File: src/rtl/rtc_clock_pkg.sv
package rtc_clock_pkg;
  localparam int FIELD_N = 8;   // sec, min, hour, wday, day, month, year-lo, century
  localparam int IDX_SUBSEC = 0;
  localparam int IDX_YEAR   = 7;
  localparam int IDX_CTRL1  = 14;
  localparam int IDX_CTRL2  = 15;
  localparam int C1_FLAG    = 7;
  localparam int C1_IE      = 4;
  localparam int C2_RUN     = 0;
  localparam int C2_CLR     = 1;
  localparam int C2_ADJ     = 2;
  localparam int C2_EN      = 3;
  localparam int F_DAY      = 4;
  localparam int F_MON      = 5;
  localparam int F_YLO      = 6;

  function automatic logic [7:0] bcd_inc(input logic [7:0] v);
    if (v[3:0] >= 4'd9) return {v[7:4] + 4'd1, 4'd0};
    return {v[7:4], v[3:0] + 4'd1};
  endfunction

  function automatic logic yr_is_leap(input logic [7:0] yr);
    logic [7:0] bin;
    bin = ({4'd0, yr[7:4]} * 8'd10) + {4'd0, yr[3:0]};
    return bin[1:0] == 2'b00;
  endfunction

  function automatic logic [7:0] month_len(input logic [7:0] mon, input logic leap);
    case (mon)
      8'h02: return leap ? 8'h29 : 8'h28;
      8'h04, 8'h06, 8'h09, 8'h11: return 8'h30;
      default: return 8'h31;
    endcase
  endfunction

  function automatic logic [7:0] field_low(input int i);
    return (i == F_DAY || i == F_MON) ? 8'h01 : 8'h00;
  endfunction

  function automatic logic [7:0] field_high(input int i);
    case (i)
      0, 1: return 8'h59;
      2: return 8'h23;
      3: return 8'h06;
      5: return 8'h12;
      default: return 8'h99;
    endcase
  endfunction

  function automatic logic [7:0] field_init(input int i);
    case (i)
      4, 5: return 8'h01;
      7: return 8'h20;
      default: return 8'h00;
    endcase
  endfunction
endpackage

File: src/rtl/rtc_bcd_step.sv
module rtc_bcd_step (
  input  logic [7:0] cur,
  input  logic [7:0] low,
  input  logic [7:0] high,
  output logic [7:0] nxt,
  output logic       wrap
);
  import rtc_clock_pkg::*;
  // >= keeps an out-of-range loaded value from running away
  assign wrap = (cur >= high);
  assign nxt  = wrap ? low : bcd_inc(cur);
endmodule

File: src/rtl/rtc_prescaler.sv
module rtc_prescaler #(
  parameter int CNT_W = 7
) (
  input  logic             clk,
  input  logic             rst_n,
  input  logic             adv,
  input  logic             clr,
  output logic [CNT_W-1:0] cnt,
  output logic             carry
);
  localparam logic [CNT_W-1:0] TOP = {CNT_W{1'b1}};

  assign carry = adv && !clr && (cnt == TOP);

  always_ff @(posedge clk) begin
    if (!rst_n)   cnt <= '0;
    else if (clr) cnt <= '0;
    else if (adv) cnt <= cnt + 1'b1;
  end

  AST_PRE_CLEAR: assert property (@(posedge clk) disable iff (!rst_n)
    clr |=> (cnt == '0));
  AST_PRE_HOLD: assert property (@(posedge clk) disable iff (!rst_n)
    (!adv && !clr) |=> $stable(cnt));
endmodule

File: src/rtl/rtc_calendar.sv
module rtc_calendar
  import rtc_clock_pkg::*;
#(
  parameter int N = FIELD_N
) (
  input  logic             clk,
  input  logic             rst_n,
  input  logic             sec_step,
  input  logic             adjust,
  input  logic [N-1:0]     wr_en,
  input  logic [N-1:0][7:0] wr_val,
  output logic [N-1:0][7:0] fields
);
  logic [N-1:0]      en_w;
  logic [N-1:0]      wrap_w;
  logic [N-1:0][7:0] nxt_w;
  logic [7:0]        day_top;
  logic              adj_min;

  assign day_top = month_len(fields[F_MON], yr_is_leap(fields[F_YLO]));
  assign adj_min = adjust && (fields[0] >= 8'h30);

  for (genvar i = 0; i < N; i++) begin : g_field
    localparam int PAR = (i == F_DAY) ? 2 : i - 1;
    localparam logic [7:0] LOW  = field_low(i);
    localparam logic [7:0] HIGH = field_high(i);
    localparam logic [7:0] INIT = field_init(i);
    logic [7:0] val_q;
    logic [7:0] top_w;

    if (i == F_DAY) begin : g_dyn
      assign top_w = day_top;
    end else begin : g_fix
      assign top_w = HIGH;
    end

    if (i == 0) begin : g_root
      assign en_w[i] = sec_step;
    end else if (i == 1) begin : g_min
      assign en_w[i] = (en_w[0] && wrap_w[0]) || adj_min;
    end else begin : g_chain
      assign en_w[i] = en_w[PAR] && wrap_w[PAR];
    end

    rtc_bcd_step u_step (
      .cur  (val_q),
      .low  (LOW),
      .high (top_w),
      .nxt  (nxt_w[i]),
      .wrap (wrap_w[i])
    );

    always_ff @(posedge clk) begin
      if (!rst_n)                 val_q <= INIT;
      else if (wr_en[i])          val_q <= wr_val[i];
      else if (adjust && i == 0)  val_q <= 8'h00;
      else if (en_w[i])           val_q <= nxt_w[i];
    end

    assign fields[i] = val_q;
  end

  AST_MONTH_WRAP: assert property (@(posedge clk) disable iff (!rst_n)
    (en_w[F_MON] && !wr_en[F_MON] && fields[F_MON] == 8'h12) |=> (fields[F_MON] == 8'h01));
  AST_ADJ_ZERO: assert property (@(posedge clk) disable iff (!rst_n)
    (adjust && !wr_en[0]) |=> (fields[0] == 8'h00));
endmodule

File: src/rtl/rtc_bcd_clock.sv
module rtc_bcd_clock
  import rtc_clock_pkg::*;
#(
  parameter int ADDR_W = 4,
  parameter int DATA_W = 16,
  parameter int SUB_W  = 7
) (
  input  logic              clk,
  input  logic              rst_n,
  input  logic              tick,
  input  logic [ADDR_W-1:0] bus_addr,
  input  logic              bus_wr,
  input  logic [DATA_W-1:0] bus_wdata,
  output logic [DATA_W-1:0] bus_rdata,
  output logic              carry_irq
);
  logic                    run_q, en_q, flag_q, ie_q;
  logic                    wr_c1, wr_c2, pre_clr, adjust, pre_adv, sec_step;
  logic [SUB_W-1:0]        sub_cnt;
  logic [FIELD_N-1:0]      f_wr;
  logic [FIELD_N-1:0][7:0] f_val;
  logic [FIELD_N-1:0][7:0] fields;
  logic                    time_addr;

  assign wr_c1     = bus_wr && (bus_addr == ADDR_W'(IDX_CTRL1));
  assign wr_c2     = bus_wr && (bus_addr == ADDR_W'(IDX_CTRL2));
  assign pre_clr   = wr_c2 && bus_wdata[C2_CLR];
  assign adjust    = wr_c2 && bus_wdata[C2_ADJ];
  assign pre_adv   = tick && run_q && !adjust;
  assign time_addr = (bus_addr >= ADDR_W'(1)) && (bus_addr <= ADDR_W'(IDX_YEAR));

  for (genvar i = 0; i < FIELD_N; i++) begin : g_wr
    localparam int IDX = (i < F_YLO) ? i + 1 : IDX_YEAR;
    assign f_wr[i]  = bus_wr && !run_q && (bus_addr == ADDR_W'(IDX));
    assign f_val[i] = (i == FIELD_N - 1) ? bus_wdata[15:8] : bus_wdata[7:0];
  end

  rtc_prescaler #(.CNT_W(SUB_W)) u_pre (
    .clk   (clk),
    .rst_n (rst_n),
    .adv   (pre_adv),
    .clr   (pre_clr),
    .cnt   (sub_cnt),
    .carry (sec_step)
  );

  rtc_calendar #(.N(FIELD_N)) u_cal (
    .clk      (clk),
    .rst_n    (rst_n),
    .sec_step (sec_step),
    .adjust   (adjust),
    .wr_en    (f_wr),
    .wr_val   (f_val),
    .fields   (fields)
  );

  always_ff @(posedge clk) begin
    if (!rst_n) begin
      run_q  <= 1'b0;
      en_q   <= 1'b0;
      flag_q <= 1'b0;
      ie_q   <= 1'b0;
    end else begin
      if (wr_c2) begin
        run_q <= bus_wdata[C2_RUN];
        en_q  <= bus_wdata[C2_EN];
      end
      if (wr_c1) ie_q <= bus_wdata[C1_IE];
      if (sec_step)                         flag_q <= 1'b1;
      else if (wr_c1 && !bus_wdata[C1_FLAG]) flag_q <= 1'b0;
    end
  end

  assign carry_irq = flag_q && ie_q;

  always_comb begin
    bus_rdata = '0;
    case (bus_addr)
      ADDR_W'(IDX_SUBSEC): bus_rdata = DATA_W'(sub_cnt);
      ADDR_W'(1): bus_rdata = DATA_W'(fields[0]);
      ADDR_W'(2): bus_rdata = DATA_W'(fields[1]);
      ADDR_W'(3): bus_rdata = DATA_W'(fields[2]);
      ADDR_W'(4): bus_rdata = DATA_W'(fields[3]);
      ADDR_W'(5): bus_rdata = DATA_W'(fields[4]);
      ADDR_W'(6): bus_rdata = DATA_W'(fields[5]);
      ADDR_W'(IDX_YEAR): bus_rdata = DATA_W'({fields[7], fields[6]});
      ADDR_W'(IDX_CTRL1): begin
        bus_rdata[C1_FLAG] = flag_q;
        bus_rdata[C1_IE]   = ie_q;
      end
      ADDR_W'(IDX_CTRL2): begin
        bus_rdata[C2_RUN] = run_q;
        bus_rdata[C2_EN]  = en_q;
      end
      default: bus_rdata = '0;
    endcase
  end

  AST_FLAG_SET: assert property (@(posedge clk) disable iff (!rst_n)
    sec_step |=> flag_q);
  AST_STOPPED_FROZEN: assert property (@(posedge clk) disable iff (!rst_n)
    (!run_q && !bus_wr) |=> ($stable(fields) && $stable(sub_cnt)));
  AST_RUN_WR_IGNORED: assert property (@(posedge clk) disable iff (!rst_n)
    (run_q && bus_wr && time_addr && !sec_step) |=> $stable(fields));
endmodule

File: config.mk
export PLATFORM = sky130hd
export DESIGN_NAME = rtc_bcd_clock
export DESIGN_NICKNAME = d
export VERILOG_FILES = /design/src/rtl/rtc_clock_pkg.sv /design/src/rtl/rtc_bcd_step.sv /design/src/rtl/rtc_prescaler.sv /design/src/rtl/rtc_calendar.sv /design/src/rtl/rtc_bcd_clock.sv
export SDC_FILE = /design/constraint.sdc
export NUM_CORES = 1
export LEC_CHECK = 0
export ABC_AREA = 1
export BUFFER_PORTS_ARGS = -buffer_cell sky130_fd_sc_hd__buf_4
export CAP_MARGIN = 15
export CORE_ASPECT_RATIO = 0.6
export CORE_MARGIN = 2
export CORE_UTILIZATION = 50
export CTS_BUF_LIST = sky130_fd_sc_hd__clkbuf_4
export DETAILED_ROUTE_END_ITERATION = 10
export GPL_TIMING_DRIVEN = 0
export PLACE_DENSITY_LB_ADDON = 0.12
export SYNTH_ARGS = -nofsm -noshare
export SYNTH_HDL_FRONTEND = slang
export SYNTH_SLANG_ARGS = --single-unit
File: constraint.sdc
create_clock -name clk -period 5.65 [get_ports clk]
set_input_delay 1.13 -clock clk [delete_from_list [all_inputs] [get_ports clk]]
set_output_delay 1.13 -clock clk [all_outputs]
set_load 0.05 [all_outputs]
# ---- After elaboration in Yosys (flattened, before gate mapping)
# Index checks and enable logic that the tools add are counted.
dict set report totals {
  reg_bits 75
  in_bits 24
  out_inout_bits 17
  wordCells 192
}
dict set report classes {
  add_sub_neg 18
  multipliers 1
  magnitude_cmp 17
  n_eq_ne 15
  mux 60
  bitwise_logic 1
  n_reduce_logical 59
}
# operator n
set op_table {}
lappend op_table {{8-bit 2-to-1 mux} 42}
lappend op_table {{4-bit by 1-bit adder with 4-bit output, second input constant} 16}
lappend op_table {{4-bit >= comparator, second input constant} 8}
lappend op_table {{2-bit one-hot mux with 8 select lines} 2}
lappend op_table {{1-bit one-hot mux with 9 select lines} 3}
lappend op_table {{1-bit logical AND} 25}
lappend op_table {{3-bit nonzero test} 8}
lappend op_table {{4-bit by 3-bit == test with 1-bit output, second input constant} 4}
lappend op_table {{8-bit by 3-bit == test with 1-bit output, second input constant} 2}
lappend op_table {{8-bit by 6-bit >= comparator with 1-bit output, second input constant} 2}
lappend op_table {{8-bit by 7-bit >= comparator with 1-bit output, second input constant} 2}
lappend op_table {{8-bit >= comparator, second input constant} 2}
lappend op_table {{8-bit one-hot mux with 2 select lines} 1}
lappend op_table {{2-bit AND reduction} 8}
lappend op_table {{2-bit nonzero test} 8}
lappend op_table {{1-bit 2-to-1 mux} 11}
lappend op_table {{4-bit by 2-bit == test with 1-bit output, second input constant} 2}
lappend op_table {{4-bit == test, second input constant} 2}
lappend op_table {{8-bit by 2-bit == test with 1-bit output, second input constant} 1}
lappend op_table {{8-bit by 4-bit == test with 1-bit output, second input constant} 1}
lappend op_table {{8-bit by 5-bit == test with 1-bit output, second input constant} 1}
lappend op_table {{8-bit by 3-bit >= comparator with 1-bit output, second input constant} 1}
lappend op_table {{8-bit by 5-bit >= comparator with 1-bit output, second input constant} 1}
lappend op_table {{8-bit >= comparator} 1}
lappend op_table {{14 further kinds} 17}

# ---- Depth between registers and ports, before layout
dict set report logic_depth {
  word_depth 16
  depth_mapped 21
  depth_no_buf 21
}

# ---- Cells and area by module
# Synthesis repeated with hierarchy kept, for this count alone.
dict set report unflattened {
  hier_cells 1505
  area_unflattened_um2 8876.0
}
# module instances cells_each area_each_um2 seq_area_each_um2
set by_module_without_submodules {}
lappend by_module_without_submodules {rtc_bcd_step 8 102 553.0 0.0}
lappend by_module_without_submodules {rtc_calendar 1 437 3129.3 1281.2}
lappend by_module_without_submodules {rtc_bcd_clock 1 209 993.5 80.1}
lappend by_module_without_submodules {rtc_prescaler 1 43 329.1 140.1}

# ---- Worst setup path before layout
# OpenSTA, ideal clock, no wires.
dict set report synth_path {
  kind {input to output}
  startpoint {input port bus_addr[2]}
  endpoint {output port bus_rdata[10]}
  arrival_ns 2.480
  required_ns 4.520
  slack_ns 2.040
  path_stages 7
  n_path_buf 1
  cell_sequence {inv_1 -> nor2_1 -> inv_1 -> nor2_2 -> inv_2 -> clkbuf_1 -> nor2_1}
}
dict set report synth_between {
  elab_chain_len 2
}
# element line
set synth_lines {}
lappend synth_lines {{from (decl)} rtc_bcd_clock.sv:11} ;# input logic [ADDR_W-1:0] bus_addr,
lappend synth_lines {{4-bit by 3-bit == test with 1-bit output} rtc_bcd_clock.sv:78} ;# case (bus_addr)
lappend synth_lines {{8-bit 2-to-1 mux} rtc_bcd_clock.sv:78}
lappend synth_lines {{to (decl)} rtc_bcd_clock.sv:14} ;# output logic [DATA_W-1:0] bus_rdata,
# No other way between the ends.

# ---- Final worst setup path
dict set report layout_path {
  startpoint {input port bus_addr[2]}
  endpoint {output port bus_rdata[2]}
}
dict set report layout_between {
  elab_chain_len 2
  elab_cells_between_ends 9
  classes_between {eq/ne (7); mux (1); reduce/logical (1)}
}
# element line
set layout_lines {}
lappend layout_lines {{4-bit by 3-bit == test with 1-bit output, or another cell as far along} rtc_bcd_clock.sv:78}
lappend layout_lines {{2-bit one-hot mux with 8 select lines *} rtc_bcd_clock.sv:78}
# Mark *: on every way between the ends. The rest lies on a longest branch, timed or not.

==> impl_metrics.csv <==
group,metric,value,unit
critical_path,cp-start-kind,"input port",
sta,worst_pin_slew,0.816,ns
global_routing,grtUsageTotal,31.9,%
clock_network,cts_root_buffer,"clkbuf_4",
route,ant_nets,0,
route,avgViaCountPerCell,5.85,
critical_path,cp_max_fo,10,
place,dpl_worst_slack,1.76,ns
critical_path,critPathMaxStageDelay,0.35,ns
die,core,10500,um2
yosys,synthCells,786,
place,port_buffers,38,
clock_network,cts_sinks,75,
global_routing,grt_max_degree,13,
clock_network,clk_latency,0.45,ns
sta,setup-tns-final,0,ns
sta,max_freq,256,MHz
sta,setup_viol,0,
sta,slew_viol_final,0,
die,io_pins,41,
global_routing,grt_pass1_vias,4897,
route,wirelength,18.1,mm
clock_network,numCtsBuffers,9,
yosys,yosysUniqueCellTypes,40,
route,vias,5726,
route,drtIter0Drc,658,
clock_network,ctsResizeCount,0,
clock_network,cts_buffer_depth,2,
critical_path,cp-end-kind,"primary output",
clock_network,cts_hold_buf,0,
sta,hold_viol_final,0,
yosys,ys_warn_count,0,
route,drc,0,
pwr,static-leakage-power,2.57,nW
clock_network,cts_tree,"yes",
finish,nets,908,
global_routing,grt_pass1_wl,27.8,mm
sta,skew,0.0174,ns
critical_path,slowest_stage,"clkbuf_1",
hold_path,hp-class,"reg -> reg",
die,initial_utilization,51.1,%
finish,n_antenna_cell,0,
sta,slew-limit-headroom,45.6,%
die,design.die.area,11600,um2
critical_path,path_class,"in -> out",
place,dp_hpwl,14.2,mm
finish,areaGrowthSynthToFinish,11.3,%
sta,fin_crit_sh,69.1,%
die,core.rowCount,29,
clock_network,htree_levels,3,
die,die_h,84.3,um
critical_path,crit_required,4.52,ns
yosys,ys_seq_area_share,27.9,%
status,outcome,"finished clean",
pwr,vdd_ir_drop_max,0.131,mV
critical_path,critPathBufInv,6,
yosys,syn-num-nets,859,
yosys,synth_seq_cells,75,
finish,final_util,56.9,%
yosys,synth.avg_cell_area,6.84,um2
critical_path,arrival,2.78,ns
yosys,syn_area,5380,um2
sta,period_minus_slack,3.91,ns
route,wl_per_cell,18.5,um
global_routing,antenna_found_initial,0,
die,die_width,138,um
critical_path,path_cells,"buf_4 -> inv_1 -> nor2_1 -> inv_1 -> nor2_2 -> inv_2 -> clkbuf_1 -> o22ai_1 -> a221oi_1 -> nand2_1 -> buf_4",
pwr,cellPowerDensity,173,nW/um2
place,gp_congestion,1.05,
route,dr.pass1.iters,5,
global_routing,overflow,0,
critical_path,cp_top_family,"buffers and inverters",
sta,rsz0062_at_grt,"false",
run,drv_cap,0,
sta,setup_slack,1.74,ns
clock_network,clk_pin_slew,0.13,ns
finish,drive_gt1_share,11.7,%
clock_network,postCtsSetupBuffers,0,
per-layer routing:
layer / up-vias / part of all wire (%) / global-route usage (%)
li1: 2735 / - / -
met1: 2701 / 50 / 51.1
met2: 273 / 37 / 39.2
met3: 17 / 12 / 11.5
met4: 0 / 1.0 / 6.96
met5: - / 0 / 0
registers in the layout, summed over array words and instances, names as in the netlist:
| register | flops |
|---|---|
| ie_q | 1 |
| u_cal.g_field.val_q | 64 |
| run_q | 1 |
| en_q | 1 |
| flag_q | 1 |
| u_pre.cnt | 7 |
through the flow:
step / instance area, um2 / power, mW / cells / hold slack (ns)
after floorplan: 5380 / 0.614 / 786 / 0.452
after global placement: 5830 / 0.661 / 963 / 0.464
after detailed placement: 5830 / 0.662 / 963 / 0.474
after CTS: 5980 / 1.04 / 978 / 0.492
after global routing: 5980 / 1.07 / 978 / 0.510
final: 5980 / 1.04 / 978 / 0.495
cells in the final DEF (no fill, tap or decap), drive strengths merged:
cell type  instances
inv              123
a21oi             57
xnor2              8
nor2              81
o2111ai            1
o21ai             41
dfxtp             75
buf               43
xor2              15
o21a               1
a22oi              6
o211ai             4
clkinvlp           1
nor3               8
a211oi             7
a21boi             2
o21bai             1
nand3b             7
nor3b              1
a221oi            18
or2                2
nor4               1
bufinv             2
o22ai             37
o31ai              4
clkinv             3
and3               1
nand2            159
nand4              7
ha                49
clkbuf            19
nand3             44
a31oi             11
synthesized netlist by cell type:
cell	instances	share of area, %
nor2_1	69	4.8
nand4_2	1	0.23
a221oi_1	18	2.9
buf_4	2	0.28
nor4_1	1	0.12
o211ai_1	3	0.42
o21a_1	1	0.14
ha_1	49	11
a31oi_1	11	1.3
a22oi_1	6	0.84
o22ai_1	37	4.3
o21ai_0	37	3.4
o21bai_2	1	0.21
and3_1	1	0.12
dfxtp_1	75	28
nand2_4	1	0.21
or2_2	2	0.23
inv_2	14	0.98
nand3_2	2	0.37
nor2_2	9	1.0
nor3_1	8	0.74
nand4_1	6	0.70
inv_1	109	7.6
o21ai_1	4	0.37
o211ai_2	1	0.23
o31ai_1	4	0.56
nand3_1	42	3.9
a21boi_0	2	0.28
nor2_4	3	0.63
clkbuf_1	10	0.70
buf_2	3	0.28
a21oi_1	57	5.3
nand2_1	151	11
xnor2_1	8	1.3
nor3b_1	1	0.14
nand3b_1	7	0.98
nand2_2	7	0.81
a211oi_1	7	0.98
xor2_1	15	2.4
o2111ai_1	1	0.16
power by group:
part	total [mW]	internal [mW]	switching, mW
Combinational	0.113	0.0331	0.0803
Sequential	0.543	0.534	0.00853
Clock	0.380	0.174	0.206
Total	1.04	0.742	0.295
cell type report:
type	instances	area, um2
inverters	123	462
clock inverters	6	81.3
well taps	139	174
fillers	1008	4540
multi-input cells	573	3340
repair buffers	38	285
clock buffers	9	67.6
plain buffers	15	67.6
flip-flops and latches	75	1500
cells by family after synthesis:
family	share of synthesized area [%]
flops	27.9
simple gates	25.6
xor+xnor	3.75
compound gates	21.5
fa+ha+maj	11.4
buf+inv	9.85
worst reg2reg max path: cells and delay by family (launching register included):
kind,cells,cell delay [ns]
flops,1,0.50
buf+inv,5,0.45
compound gates,6,0.73
simple gates,6,0.94
fa+ha+maj,2,0.48
path summary, 6_finish.rpt:
check / start / endpoint / slack, ns / depth (start not counted)
worst min register to register: u_pre.cnt[5]$_SDFFE_PP0P_ / u_pre.cnt[5]$_SDFFE_PP0P_ / 0.50 / 2
worst max-delay path: bus_addr[2] / bus_rdata[2] / 1.74 / 11
worst max register to register: u_cal.g_field[5].val_q[0]$_SDFFE_PN1P_ / u_cal.g_field[4].val_q[4]$_SDFFE_PN0P_ / 2.47 / 19
worst min-delay path: u_pre.cnt[5]$_SDFFE_PP0P_ / u_pre.cnt[5]$_SDFFE_PP0P_ / 0.50 / 2
Note: power is estimated with default switching activity, not from simulation.
